===== src/rtl/colwr_pkg.sv =====
package colwr_pkg;

  // Read-port flavour selected at elaboration.
  typedef enum logic {
    RD_REGISTERED    = 1'b0,
    RD_COMBINATIONAL = 1'b1
  } rdMode_e;

  // Strobes from control to datapath.
  typedef struct packed {
    logic wrGo;     // some column is enabled this cycle
    logic rdLoad;   // capture the read word into the output register
    logic rdClear;  // force the output register to the initial value
  } colwrStrobe_t;

endpackage


===== src/rtl/colwr_bank.sv =====
// One column of the memory: DEPTH entries of COL_W bits each.
module colwr_bank #(
  parameter int          COL_W    = 4,
  parameter int          ADDR_W   = 4,
  parameter logic [COL_W-1:0] INIT_COL = '0
) (
  input  logic              clk,
  input  logic              wrStb,
  input  logic [ADDR_W-1:0] wrAddr,
  input  logic [COL_W-1:0]  wrCol,
  input  logic [ADDR_W-1:0] rdAddr,
  output logic [COL_W-1:0]  rdCol
);
  localparam int DEPTH = 1 << ADDR_W;

  logic [COL_W-1:0] store [DEPTH];

  // Power-up contents; reset never touches the array.
  initial begin
    for (int i = 0; i < DEPTH; i++) store[i] = INIT_COL;
  end

  always_ff @(posedge clk) begin
    if (wrStb) store[wrAddr] <= wrCol;
  end

  // Old-data read: the nonblocking update lands after this value is used.
  assign rdCol = store[rdAddr];
endmodule


===== src/rtl/colwr_ctrl.sv =====
// Turns the column mask and reset into datapath strobes.
module colwr_ctrl
  import colwr_pkg::*;
#(
  parameter int      COLS    = 4,
  parameter rdMode_e RD_MODE = RD_REGISTERED
) (
  input  logic            rstN,
  input  logic [COLS-1:0] wrEn,
  output colwrStrobe_t    strobe,
  output logic [COLS-1:0] colSel
);
  always_comb begin
    strobe.wrGo    = |wrEn;
    strobe.rdClear = ~rstN;
    strobe.rdLoad  = rstN && (RD_MODE == RD_REGISTERED);
    colSel         = wrEn;
  end
endmodule


===== src/rtl/colwr_datapath.sv =====
// Column banks plus the read-side stage (registered or bypassed).
module colwr_datapath
  import colwr_pkg::*;
#(
  parameter int                DATA_W   = 16,
  parameter int                COLS     = 4,
  parameter int                ADDR_W   = 4,
  parameter rdMode_e           RD_MODE  = RD_REGISTERED,
  parameter logic [DATA_W-1:0] INIT_VAL = '0
) (
  input  logic              clk,
  input  colwrStrobe_t      strobe,
  input  logic [COLS-1:0]   colSel,
  input  logic [ADDR_W-1:0] wrAddr,
  input  logic [DATA_W-1:0] wrData,
  input  logic [ADDR_W-1:0] rdAddr,
  output logic [DATA_W-1:0] rdData
);
  localparam int COL_W = DATA_W / COLS;

  logic [DATA_W-1:0] rdWord;

  for (genvar c = 0; c < COLS; c++) begin : g_col
    logic colStb;
    assign colStb = strobe.wrGo & colSel[c];
    colwr_bank #(
      .COL_W   (COL_W),
      .ADDR_W  (ADDR_W),
      .INIT_COL(INIT_VAL[c*COL_W +: COL_W])
    ) u_bank (
      .clk   (clk),
      .wrStb (colStb),
      .wrAddr(wrAddr),
      .wrCol (wrData[c*COL_W +: COL_W]),
      .rdAddr(rdAddr),
      .rdCol (rdWord[c*COL_W +: COL_W])
    );
  end

  if (RD_MODE == RD_REGISTERED) begin : g_rdReg
    logic [DATA_W-1:0] rdHold;
    always_ff @(posedge clk) begin
      if (strobe.rdClear)     rdHold <= INIT_VAL;
      else if (strobe.rdLoad) rdHold <= rdWord;
    end
    assign rdData = rdHold;
  end else begin : g_rdComb
    logic unusedRdStrobes;
    assign unusedRdStrobes = strobe.rdClear ^ strobe.rdLoad;
    assign rdData = rdWord;
  end
endmodule


===== src/rtl/colwr_sdp_ram.sv =====
// Column-write simple dual-port RAM, thin top.
module colwr_sdp_ram
  import colwr_pkg::*;
#(
  parameter int                DATA_W   = 16,
  parameter int                COLS     = 4,
  parameter int                ADDR_W   = 4,
  parameter rdMode_e           RD_MODE  = RD_REGISTERED,
  parameter logic [DATA_W-1:0] INIT_VAL = '0
) (
  input  logic              clk,
  input  logic              rstN,
  input  logic [COLS-1:0]   wrEn,
  input  logic [ADDR_W-1:0] wrAddr,
  input  logic [DATA_W-1:0] wrData,
  input  logic [ADDR_W-1:0] rdAddr,
  output logic [DATA_W-1:0] rdData
);
  // the word must split evenly into columns; the address range is bounded.
  if ((DATA_W % COLS) != 0) begin : g_badColumns
    $error("colwr_sdp_ram: DATA_W must be a multiple of COLS");
  end
  if (ADDR_W < 2 || ADDR_W > 31) begin : g_badAddr
    $error("colwr_sdp_ram: ADDR_W must lie in 2..31");
  end

  colwrStrobe_t    strobe;
  logic [COLS-1:0] colSel;

  colwr_ctrl #(
    .COLS   (COLS),
    .RD_MODE(RD_MODE)
  ) u_ctrl (
    .rstN  (rstN),
    .wrEn  (wrEn),
    .strobe(strobe),
    .colSel(colSel)
  );

  colwr_datapath #(
    .DATA_W  (DATA_W),
    .COLS    (COLS),
    .ADDR_W  (ADDR_W),
    .RD_MODE (RD_MODE),
    .INIT_VAL(INIT_VAL)
  ) u_dp (
    .clk   (clk),
    .strobe(strobe),
    .colSel(colSel),
    .wrAddr(wrAddr),
    .wrData(wrData),
    .rdAddr(rdAddr),
    .rdData(rdData)
  );
endmodule


===== config.mk =====
export PLATFORM = sky130hd
export DESIGN_NAME = colwr_sdp_ram
export DESIGN_NICKNAME = d
export VERILOG_FILES = /design/src/rtl/colwr_pkg.sv /design/src/rtl/colwr_bank.sv /design/src/rtl/colwr_ctrl.sv /design/src/rtl/colwr_datapath.sv /design/src/rtl/colwr_sdp_ram.sv
export SDC_FILE = /design/constraint.sdc
export NUM_CORES = 1
export LEC_CHECK = 0
export ABC_CLOCK_PERIOD_IN_PS = 3900
export BUFFER_PORTS_ARGS = -buffer_cell sky130_fd_sc_hd__buf_4
export CORE_AREA = 2 2 181 183
export DETAILED_ROUTE_END_ITERATION = 6
export DIE_AREA = 0 0 183 185
export HOLD_SLACK_MARGIN = 0.1
export PLACE_DENSITY = 0.52
export SLEW_MARGIN = 10
export SYNTH_ARGS = -nofsm -noshare
export SYNTH_HDL_FRONTEND = slang
export SYNTH_HIERARCHICAL = 1
export SYNTH_SLANG_ARGS = --single-unit

===== constraint.sdc =====
create_clock -name clk -period 3.9 [get_ports clk]
set_input_delay 0.39 -clock clk [delete_from_list [all_inputs] [get_ports clk]]
set_output_delay 0.39 -clock clk [all_outputs]
set_load 0.05 [all_outputs]

# == Word level (Yosys, flattened, before mapping) ==
# Memories as Yosys holds them, arrays and structs flattened. A register that Yosys moved wholly into a read port is not among the register bits.
# Cells that the tools add are included.
# totals
ram_bits,256
output_inout_bits,16
in_bits,30
word_cells,21
mem_count,4
regBits,0
# op_classes
bitwise_logic,4
mux,8
reduce_logical,5
# mem_list
name,depth,word_bits,rd,rd_clocked_by_memory_dff,wr,line_no,rtl
u_dp.g_col[0].u_bank.store,16,4,1,1,1,colwr_bank.sv:16,logic [COL_W-1:0] store [DEPTH];
u_dp.g_col[1].u_bank.store,16,4,1,1,1,colwr_bank.sv:16,
u_dp.g_col[2].u_bank.store,16,4,1,1,1,colwr_bank.sv:16,
u_dp.g_col[3].u_bank.store,16,4,1,1,1,colwr_bank.sv:16,
# ops
cell,count
$mux W1,8
$and A1 B1 Y1,4
$logic_not A1 Y1,4
$reduce_or A4 Y1,1

# == Longest topological paths before layout ==
# Gate-level depths: netlist of run 1.
# depth
ltp_word,4
mapped_depth,7
mapped_depth_nobuf,5

# == Hierarchy ==
# The synthesis of run 1 kept the hierarchy.
# modules_own_cells
mod,seq_area_each_um2,cells_per_inst,n_inst,area_each_um2
colwr_bank,1921.8,126,4,2586.2
colwr_datapath,320.3,56,1,605.6
colwr_ctrl,0.0,7,1,48.8

# == Worst setup path after synthesis of run 1 ==
# Ideal clock, no wire load.
# synth_path
kind,input to register
start,in wrEn[0]
end,mem u_dp.g_col[0].u_bank.store[0][0] (enable)
path_buffers,0
t_arrival_ns,1.497
path_slack_ns,2.042
cell_stages,4
setup_time_ns,0.361
required_ns,3.539
cell_sequence,or4_1 -> and2_1 -> or3b_2 -> nor3_1
# synth_between
elab_chain_cells,4
# synth_rtl
item,line_no,rtl
from (decl),colwr_sdp_ram.sv:13,"input logic [COLS-1:0] wrEn,"
$reduce_or A4 Y1,colwr_ctrl.sv:14,strobe.wrGo = |wrEn;
$and A1 B1 Y1 *,colwr_datapath.sv:25,assign colStb = strobe.wrGo & colSel[c];
net u_dp.g_col[0].colStb,colwr_datapath.sv:24,logic colStb;
$mux W1 *,colwr_bank.sv:24,if (wrStb) store[wrAddr] <= wrCol;
$mux W1 (implied by the code) *,colwr_bank.sv:24,
to (decl),colwr_bank.sv:16,
# The timed path passes the listed nets; every way through them passes the cells marked *.

==> results.cfg, run 1 <==
[layout]
multi_input_area_sq_mm = 0.00275
area_delta_synth_final_pct = 13.9
final_util_pct = 39.1
layout_common_cells = edfxtp_1, nor2_1, mux4_1
diodes = 0
final_common_cell = edfxtp_1
fill_cells = 2874
regArea_sq_mm = 0.00801
drive_gt1_share_pct = 15.9
final_nets = 648

[floorplanning]
coreArea_sq_mm = 0.0320
core.rowCount = 66
fp.dieArea_sq_mm = 0.0339
initial_core_util_pct = 34.3
die_h_um = 185
io_pins = 46
die_x_um = 183

[global_routing]
grt_pass1_vias = 5688
antenna_found_initial = 1
grt_pass1_wl_mm = 33.9
grt_use_total_pct = 13.3
grt-ovfl-total = 0
grt_max_degree = 65

[clock_network]
cts_max_level = 1
clock_latency_ns = 0.53
root_buffer = clkbuf_16
cts_buffers = 28
cts_tree = built
clock_path_buffers = 3
postCtsSetupBuffers = 0
clk_pin_slew_ns = 0.06
clock-sinks = 272
ctsHoldBuffers = 0
ctsResizeCount = 0

[sta]
achievable-frequency_mhz = 576
tightestPinTransition_ns = 0.859
slew_headroom_pct = 42.7
drv_slew = 0
setup_violations = 0
rsz0062_at_grt = no
fin_ws_ns = 2.16
hold_viol = 0
min_period_ns = 1.74
finalSetupTns_ns = 0
skew_ns = 0.0147
period_share_pct = 44.5

[critical_path]
criticalPathCategory = primary input to flip-flop
cp_cell_sequence = buf_4 > buf_12 > mux4_1 > a22oi_1 > nand3_1 > mux2i_1 > nor2_1
slowest_delay_ns = 0.61
crit_arrival_ns = 2.13
end_kind = flip-flop
cp.required_ns = 4.29
cp_max_fo = 64
startpoint_type = primary input
reg2reg_slack_ns = 2.26
crit_family = multiplexers
path_buf_inv = 2
critical-path-slowest-cell = mux4_1

[synth]
avgSynthCellArea_sq_um = 19.4
ys_seq_area_share_pct = 72.8
synth_top_family_by_area = multiplexers
synth_compound_area_share_pct = 1.09
yosys.area_share.adder_pct = 0
syn-num-nets = 597
yosysWarnings = 6
netlist_instances = 567
synth_xor_area_share_pct = 0
synth-simple-area-share_pct = 7.44
synth_area_sq_mm = 0.0110
ys_ff_latch = 272
ys_types = 23
synthMuxAreaShare_pct = 16.5

[detailed_routing]
wire_per_inst_um = 21.4
drt_wl_total_mm = 22.4
dr_total_vias = 5358
dr.pass1.iters = 4
via_per_inst = 5.11
remaining_drc_errors = 0
first_iter_violations = 341
drtAntennaViolNets = 0

[power]
leakage_nw = 4.18
vdd.ir_drop.worst_v = 0.000305
p_per_area_mw_per_mm2 = 497

[placement]
place.gp.congestion = 0.721
port_buffers = 45
place_worst_setup_slack_ns = 1.58
dpl.hpwl_mm = 14.1

[worst_hold_path]
hold_class = primary input to flip-flop

[outcome]
status = completed

[job]
max_cap_violations = 0
-- Yosys cell counts (all sizes together) --
| library cell | number | area share, % |
|---|---|---|
| edfxtp | 256 | 70 |
| nor2 | 68 | 2.3 |
| mux4 | 64 | 15 |
| nand3 | 36 | 1.6 |
| buf | 21 | 2.0 |
| nand2 | 20 | 0.68 |
| a22oi | 16 | 1.1 |
| dfxtp | 16 | 2.9 |
| mux2i | 16 | 1.5 |
| nor3 | 16 | 0.73 |
| nand2b | 8 | 0.46 |
| nand3b | 8 | 0.55 |
| nor2b | 8 | 0.46 |
| and2 | 4 | 0.23 |
| clkbuf | 4 | 0.14 |
| or3b | 4 | 0.32 |
| inv | 1 | 0.034 |
| or4 | 1 | 0.068 |
-- cell type report --
cell class | count | area share [%]
Timing Repair Buffer | 46 | 2.86
Inverter | 1 | 0.0300
Sequential cell | 272 | 63.9
Clock buffer | 34 | 6.02
Tap cell | 408 | 4.07
Multi-Input combinational cell | 269 | 22.0
Clock inverter | 18 | 1.15
-- metrics by stage --
stage	area, sq um	hold slack, ns	power, mW	cells
after floorplan	11000	0.489	3.58	567
after global placement	11600	0.488	3.73	996
final	12500	0.176	6.22	1048
after detailed placement	11600	0.490	3.74	996
after global routing	12500	0.179	6.45	1048
after CTS	12500	0.160	6.31	1048
-- where the power goes --
part           switching, mW  internal [mW]
Sequential            0.0198           3.26
Clock                   1.04           1.50
Combinational          0.249          0.144
-- flip-flops by register name, summed over array words and instances (netlist names) --
name / cells
u_dp/rdData: 16
u_dp/g_col.u_bank/store: 256
-- metal layers --
metal / GRT usage (%) / wire length [um] / vias to the layer above
met3: 2.24 / 1110 / 30
li1: - / - / 2441
met2: 23.9 / 11600 / 151
met4: 3.94 / 413 / 0
met1: 16.5 / 9250 / 2736
met5: 0 / 0 / -
-- path summary, 6_finish.rpt --
path / end / start / depth (start not counted)
setup / recovery: u_dp/rdData[3]$_SDFFE_PP0P_ / rdAddr[0] / 7
hold / removal: u_dp/g_col[2].u_bank/store[5][3]$_DFFE_PP_ / wrData[11] / 1
setup reg to reg: u_dp/rdData[12]$_SDFFE_PP0P_ / u_dp/g_col[3].u_bank/store[1][0]$_DFFE_PP_ / 5
hold reg to reg: u_dp/rdData[10]$_SDFFE_PP0P_ / u_dp/rdData[10]$_SDFFE_PP0P_ / 2
-- logic make-up after synthesis --
logic type,count (synthesis)
multiplexers,80
AND/OR/NAND/NOR,173
buffers and inverters,26
flip-flops,272
AO/OA/AOI/OAI,16
(Power assumes the default switching activity.)
==> inputs of run 2 (changes only) <==
--- a/config.mk
+++ b/config.mk
@@ -5,13 +5,13 @@
 export SDC_FILE = /design/constraint.sdc
 export NUM_CORES = 1
 export LEC_CHECK = 0
-export ABC_CLOCK_PERIOD_IN_PS = 3900
+export ABC_CLOCK_PERIOD_IN_PS = 1400
 export BUFFER_PORTS_ARGS = -buffer_cell sky130_fd_sc_hd__buf_4
 export CORE_AREA = 2 2 181 183
 export DETAILED_ROUTE_END_ITERATION = 6
 export DIE_AREA = 0 0 183 185
 export HOLD_SLACK_MARGIN = 0.1
-export PLACE_DENSITY = 0.52
+export PLACE_DENSITY = 0.53
 export SLEW_MARGIN = 10
 export SYNTH_ARGS = -nofsm -noshare
 export SYNTH_HDL_FRONTEND = slang
==> constraint.sdc (replaced) <==
create_clock -name clk -period 1.4 [get_ports clk]
set_input_delay 0.14 -clock clk [delete_from_list [all_inputs] [get_ports clk]]
set_output_delay 0.14 -clock clk [all_outputs]
set_load 0.05 [all_outputs]
==> run 2 against run 1 <==
Effect of this change:
- die area did not move
- the flow now finishes with violations (setup timing)
- critical endpoint is now u_dp/rdData[6]$_SDFFE_PP0P_
- combinational power rose to 3.5 times the previous value
- clock skew fell by 0.0040 ns
- largest power group unchanged
- via count rose by 6.9%
- clock-buffer cell count did not move
==> results.cfg, run 2 (synthesis gave the netlist of run 1 again) <==
[critical_path]
startpoint_type = flip-flop
cp.required_ns = 1.83
crit_path_start = u_dp/g_col[1].u_bank/store[7][2]$_DFFE_PP_
critical-path-slowest-cell = mux4_2
cp_cell_sequence = mux4_2 > a22oi_2 > nand3_2 > mux2i_1 > nor2_1
reg2reg_from = u_dp/g_col[1].u_bank/store[7][2]$_DFFE_PP_
end_kind = flip-flop
criticalPathCategory = flip-flop to flip-flop
crit_arrival_ns = 1.93
rr_worst_depth = 5
setup.worst_path.end = u_dp/rdData[6]$_SDFFE_PP0P_
worst_r2r_endpoint = u_dp/rdData[6]$_SDFFE_PP0P_
reg2reg_slack_ns = -0.10
slowest_delay_ns = 0.53
cp_max_fo = 1

[sta]
hold_viol = 0
slew_headroom_pct = 51.3
setup_violations = 16
min_period_ns = 1.50
tightestPinTransition_ns = 0.725
period_share_pct = 107
achievable-frequency_mhz = 666
rsz0062_at_grt = yes
skew_ns = 0.0107
holdWs_ns = 0.238
drv_slew = 0
fin_ws_ns = -0.101

[layout]
fill_cells = 2813
postLayoutCellArea_sq_mm = 0.0133
area_delta_synth_final_pct = 20.5
regMostFlops = u_dp/g_col.u_bank/store
multi_input_area_sq_mm = 0.00285
final_common_cell = edfxtp_1
drive_gt1_share_pct = 30.2
largest_reg_flops = 256
regArea_sq_mm = 0.00801
final_util_pct = 41.4
diodes = 0
final_nets = 718
layout_common_cells = edfxtp_1, buf_4, nor2_1

[placement]
place_area_sq_mm = 0.0122
dpl.hpwl_mm = 16.4
port_buffers = 45
place.gp.congestion = 0.757

[detailed_routing]
via_per_inst = 5.13
drtAntennaViolNets = 0
wire_per_inst_um = 21.7
drt_wl_total_mm = 24.2
dr.pass1.iters = 6
dr_total_vias = 5728
remaining_drc_errors = 0
first_iter_violations = 454

[worst_hold_path]
hold_class = primary input to flip-flop

[power]
leakage_nw = 4.45
sw_frac_of_total_pct = 21.8
intPower_mw = 13.6
netSwitchingPower_mw = 3.79
vdd.ir_drop.worst_v = 0.000972
p_per_area_mw_per_mm2 = 1310
clock_power_share_pct = 39.6
power.share.combinational_pct = 7.9
power_frac_seq_pct = 52.5

[clock_network]
postCtsSetupBuffers = 0
clock-sinks = 272
cts_max_level = 1
cts_tree = built
root_buffer = clkbuf_16
cts_buffers = 28
clock_path_buffers = 3
clock_latency_ns = 0.54
clk_pin_slew_ns = 0.06

[floorplanning]
fp.dieArea_sq_mm = 0.0339
io_pins = 46
coreArea_sq_mm = 0.0320
die_h_um = 185
initial_core_util_pct = 34.3
die_x_um = 183
core.rowCount = 66

[global_routing]
grt-ovfl-total = 0
grt_pass1_vias = 6058
grt_use_total_pct = 14.5
antenna_found_initial = 0
grt_pass1_wl_mm = 36.7
grt_max_degree = 24

[job]
max_cap_violations = 0

[outcome]
violations = setup timing
status = finished, violations left
[run 2: power groups by stage]
stage	logic (mW)	clock network (mW)	registers, mW
2_1_floorplan	0.591	0	9.40
3_3_place_gp	1.27	0	9.31
3_5_place_dp	1.30	0	9.31
4_1_cts	1.39	7.07	9.15
5_1_grt	1.47	7.37	9.15
6_report	1.37	6.90	9.14
[run 2: critical path, delay by kind of cell (launching register included)]
family	cells	cell delay, ns
flip-flops	1	0.40
multiplexers	2	0.68
AND/OR/NAND/NOR	2	0.15
AO/OA/AOI/OAI	1	0.16
[run 2: cell type report]
class,count,area share [%]
clock buffers,34,5.62
multi-input cells,269,21.5
clock inverters,16,0.878
well taps,408,3.85
flip-flops and latches,272,60.4
inverters,1,0.0283
repair buffers,116,7.65
[run 2: timing repair]
| item | CTS | global route |
|---|---|---|
| pin swaps | 25 | 0 |
| endpoints found under the setup margin | 16 | 16 |
| hold buffers | 17 | 0 |
| gates resized for setup | 41 | 2 |
| endpoints found under the hold margin | 260 | 0 |
[run 2: worst min-delay path by stage]
stage,cells past startpoint,to,start
finish,5,u_dp/rdData[13]$_SDFFE_PP0P_,rdAddr[3]
global route,5,u_dp/rdData[2]$_SDFFE_PP0P_,rdAddr[2]
CTS,5,u_dp/rdData[12]$_SDFFE_PP0P_,rdAddr[3]
detailed placement,1,u_dp/g_col[0].u_bank/store[11][0]$_DFFE_PP_,wrData[0]
global placement,1,u_dp/g_col[0].u_bank/store[10][0]$_DFFE_PP_,wrData[0]
floorplan,0,u_dp/g_col[0].u_bank/store[0][0]$_DFFE_PP_,wrData[0]
[run 2: stage by stage]
step | std cells | total power, mW | setup TNS, ns | worst slack [ns]
finish | 1116 | 17.4 | -1.11 | -0.101
global route | 1116 | 18.0 | -2.14 | -0.186
CTS | 1116 | 17.6 | -1.12 | -0.102
detailed placement | 1049 | 10.6 | -51.73 | -0.484
global placement | 1049 | 10.6 | -47.56 | -0.486
floorplan | 567 | 10.0 | -0.152 | -0.00349
[run 2: routing by layer]
layer / wire (um) / share of wire, % / track usage (%) / vias up
met5: 0 / 0 / 0 / -
met4: 478 / 2.0 / 3.90 / 0
met3: 1320 / 5.4 / 2.54 / 40
met2: 12000 / 49 / 24.9 / 177
met1: 10500 / 43 / 19.0 / 2952
li1: - / - / - / 2559
==> inputs of run 3 (changes only) <==
--- a/config.mk
+++ b/config.mk
@@ -7,11 +7,11 @@
 export LEC_CHECK = 0
 export ABC_CLOCK_PERIOD_IN_PS = 1400
 export BUFFER_PORTS_ARGS = -buffer_cell sky130_fd_sc_hd__buf_4
-export CORE_AREA = 2 2 181 183
+export CORE_AREA = 2 2 160 162
 export DETAILED_ROUTE_END_ITERATION = 6
-export DIE_AREA = 0 0 183 185
+export DIE_AREA = 0 0 162 164
 export HOLD_SLACK_MARGIN = 0.1
-export PLACE_DENSITY = 0.53
+export PLACE_DENSITY = 0.65
 export SLEW_MARGIN = 10
 export SYNTH_ARGS = -nofsm -noshare
 export SYNTH_HDL_FRONTEND = slang
==> run 3 against run 2 <==
Effect of this change:
- the run still ends with setup timing left
- clock power rose by 8.1%
- setup slack lost 0.0073 ns
- first-iteration DRC count up 24%
- critical path type unchanged
- via count shrank 1.6%
- clock skew rose by 0.00081 ns
- core utilization increased by 11 points
- fmax shrank 0.48%
- critical endpoint is now u_dp/rdData[13]$_SDFFE_PP0P_
- critical path depth is the same
==> results.cfg, run 3 (synthesis gave the netlist of run 1 again) <==
[layout]
final_nets = 705
final_common_cell = edfxtp_1
drive_gt1_share_pct = 29.4
postLayoutCellArea_sq_mm = 0.0131
layout_common_cells = edfxtp_1, buf_4, nor2_1
stdcell_count = 1025
diodes = 0
fill_cells = 1975
area_delta_synth_final_pct = 19.2
regMostFlops = u_dp/g_col.u_bank/store
largest_reg_flops = 256

[job]
max_cap_violations = 0

[sta]
period_share_pct = 108
tightestPinTransition_ns = 0.782
drv_slew = 0
holdWs_ns = 0.168
skew_ns = 0.0115
slew_headroom_pct = 47.5
rsz0062_at_grt = yes
fin_ws_ns = -0.108
setup_violations = 15
hold_viol = 0
achievable-frequency_mhz = 663
min_period_ns = 1.51

[power]
vdd.ir_drop.worst_v = 0.00104
intPower_mw = 14.1
sw_frac_of_total_pct = 21.1
power.share.combinational_pct = 7.3
clock_power_share_pct = 41.6
p_per_area_mw_per_mm2 = 1370
leakage_nw = 4.42
power_frac_seq_pct = 51.0
netSwitchingPower_mw = 3.77

[critical_path]
end_kind = flip-flop
startpoint_type = flip-flop
cp_max_fo = 1
rr_worst_depth = 5
crit_arrival_ns = 1.93
criticalPathCategory = flip-flop to flip-flop
cp.required_ns = 1.82

[detailed_routing]
via_per_inst = 5.50
remaining_drc_errors = 0
drtAntennaViolNets = 0
wire_per_inst_um = 21.8
dr.pass1.iters = 5
first_iter_violations = 565
drt_wl_total_mm = 22.4
dr_total_vias = 5639

[floorplanning]
fp.dieArea_sq_mm = 0.0266
core.rowCount = 58
io_pins = 46
initial_core_util_pct = 44.3
coreArea_sq_mm = 0.0248
die_h_um = 164
die_x_um = 162

[clock_network]
cts_tree = built
root_buffer = clkbuf_16
clk_pin_slew_ns = 0.06
clock_path_buffers = 3
clock_latency_ns = 0.53
clock-sinks = 272
cts_max_level = 1
cts_buffers = 27
postCtsSetupBuffers = 0

[placement]
port_buffers = 45
post-place-cells = 959
dpl.hpwl_mm = 14.6
place_area_sq_mm = 0.0120
place.gp.congestion = 0.754
place_worst_setup_slack_ns = -0.399

[global_routing]
grt_use_total_pct = 17.2
grt_pass1_wl_mm = 35.0
grt-ovfl-total = 0
grt_max_degree = 27
antenna_found_initial = 1
grt_pass1_vias = 5969

[outcome]
status = finished, violations left
violations = setup timing

[worst_hold_path]
hold_class = primary input to flip-flop
min_path_cells = 2
==> run 3: cell types whose count changed in the layout (fill, tap and decap cells not counted), sizes merged <==
cell / delta
buf: -12
bufinv: +3
clkinv: -1
clkinvlp: -2
inv: -1
==> run 3: area by class of cell <==
cell class / instances / area, sq um / area share (%)
Tap cell: 330 / 413 / 3.15
Timing Repair Buffer: 104 / 923 / 7.04
Clock buffer: 34 / 742 / 5.66
Sequential cell: 272 / 8010 / 61.1
Clock inverter: 15 / 196 / 1.50
Inverter: 1 / 3.75 / 0.0286
Multi-Input combinational cell: 269 / 2830 / 21.6
==> run 3: metal layers <==
| layer | up-vias | wire length, um | global-route usage [%] |
|---|---|---|---|
| met3 | 36 | 1240 | 3.28 |
| met4 | 2 | 572 | 5.31 |
| met5 | - | 11 | 0 |
| li1 | 2530 | - | - |
| met1 | 2919 | 9230 | 22.7 |
| met2 | 152 | 11300 | 29.3 |
==> run 3: what timing repair did <==
action                                  CTS  global route
endpoints found under the hold margin   266             0
gates resized for setup                  38             3
hold buffers                             17             0
endpoints found under the setup margin   16            16
pin swaps                                24             2
==> run 3: power groups by stage <==
stage	sequential, mW	combinational (mW)	clock, mW
finish	9.14	1.32	7.46
global route	9.15	1.41	7.94
CTS	9.14	1.33	7.63
detailed placement	9.31	1.24	0
global placement	9.30	1.21	0
floorplan	9.40	0.591	0
==> run 3: worst paths after layout <==
check	to	startpoint	slack [ns]
worst max-delay path	u_dp/rdData[13]$_SDFFE_PP0P_	u_dp/g_col[3].u_bank/store[3][1]$_DFFE_PP_	-0.11
worst min-delay path	u_dp/g_col[3].u_bank/store[0][0]$_DFFE_PP_	wrAddr[0]	0.17
worst max register to register	u_dp/rdData[13]$_SDFFE_PP0P_	u_dp/g_col[3].u_bank/store[3][1]$_DFFE_PP_	-0.11
worst min register to register	u_dp/rdData[5]$_SDFFE_PP0P_	u_dp/rdData[5]$_SDFFE_PP0P_	0.50
==> run 3: per-stage QoR <==
step           total power, mW  util (%)  setup TNS, ns
5_1_grt                   18.5      52.8          -1.87
3_3_place_gp              10.5      48.5         -49.12
3_5_place_dp              10.6      48.5         -51.63
2_1_floorplan             10.0         -         -0.152
6_report                  17.9      52.8         -0.779
4_1_cts                   18.1      52.8         -0.874
==> run 3: worst max-delay path, cell delays in order (launching register included) <==
cell	delay [ns]
edfxtp_1	0.37
mux4_2	0.49
a22oi_2	0.21
nand3_1	0.11
mux2i_1	0.16
nor2_1	0.06
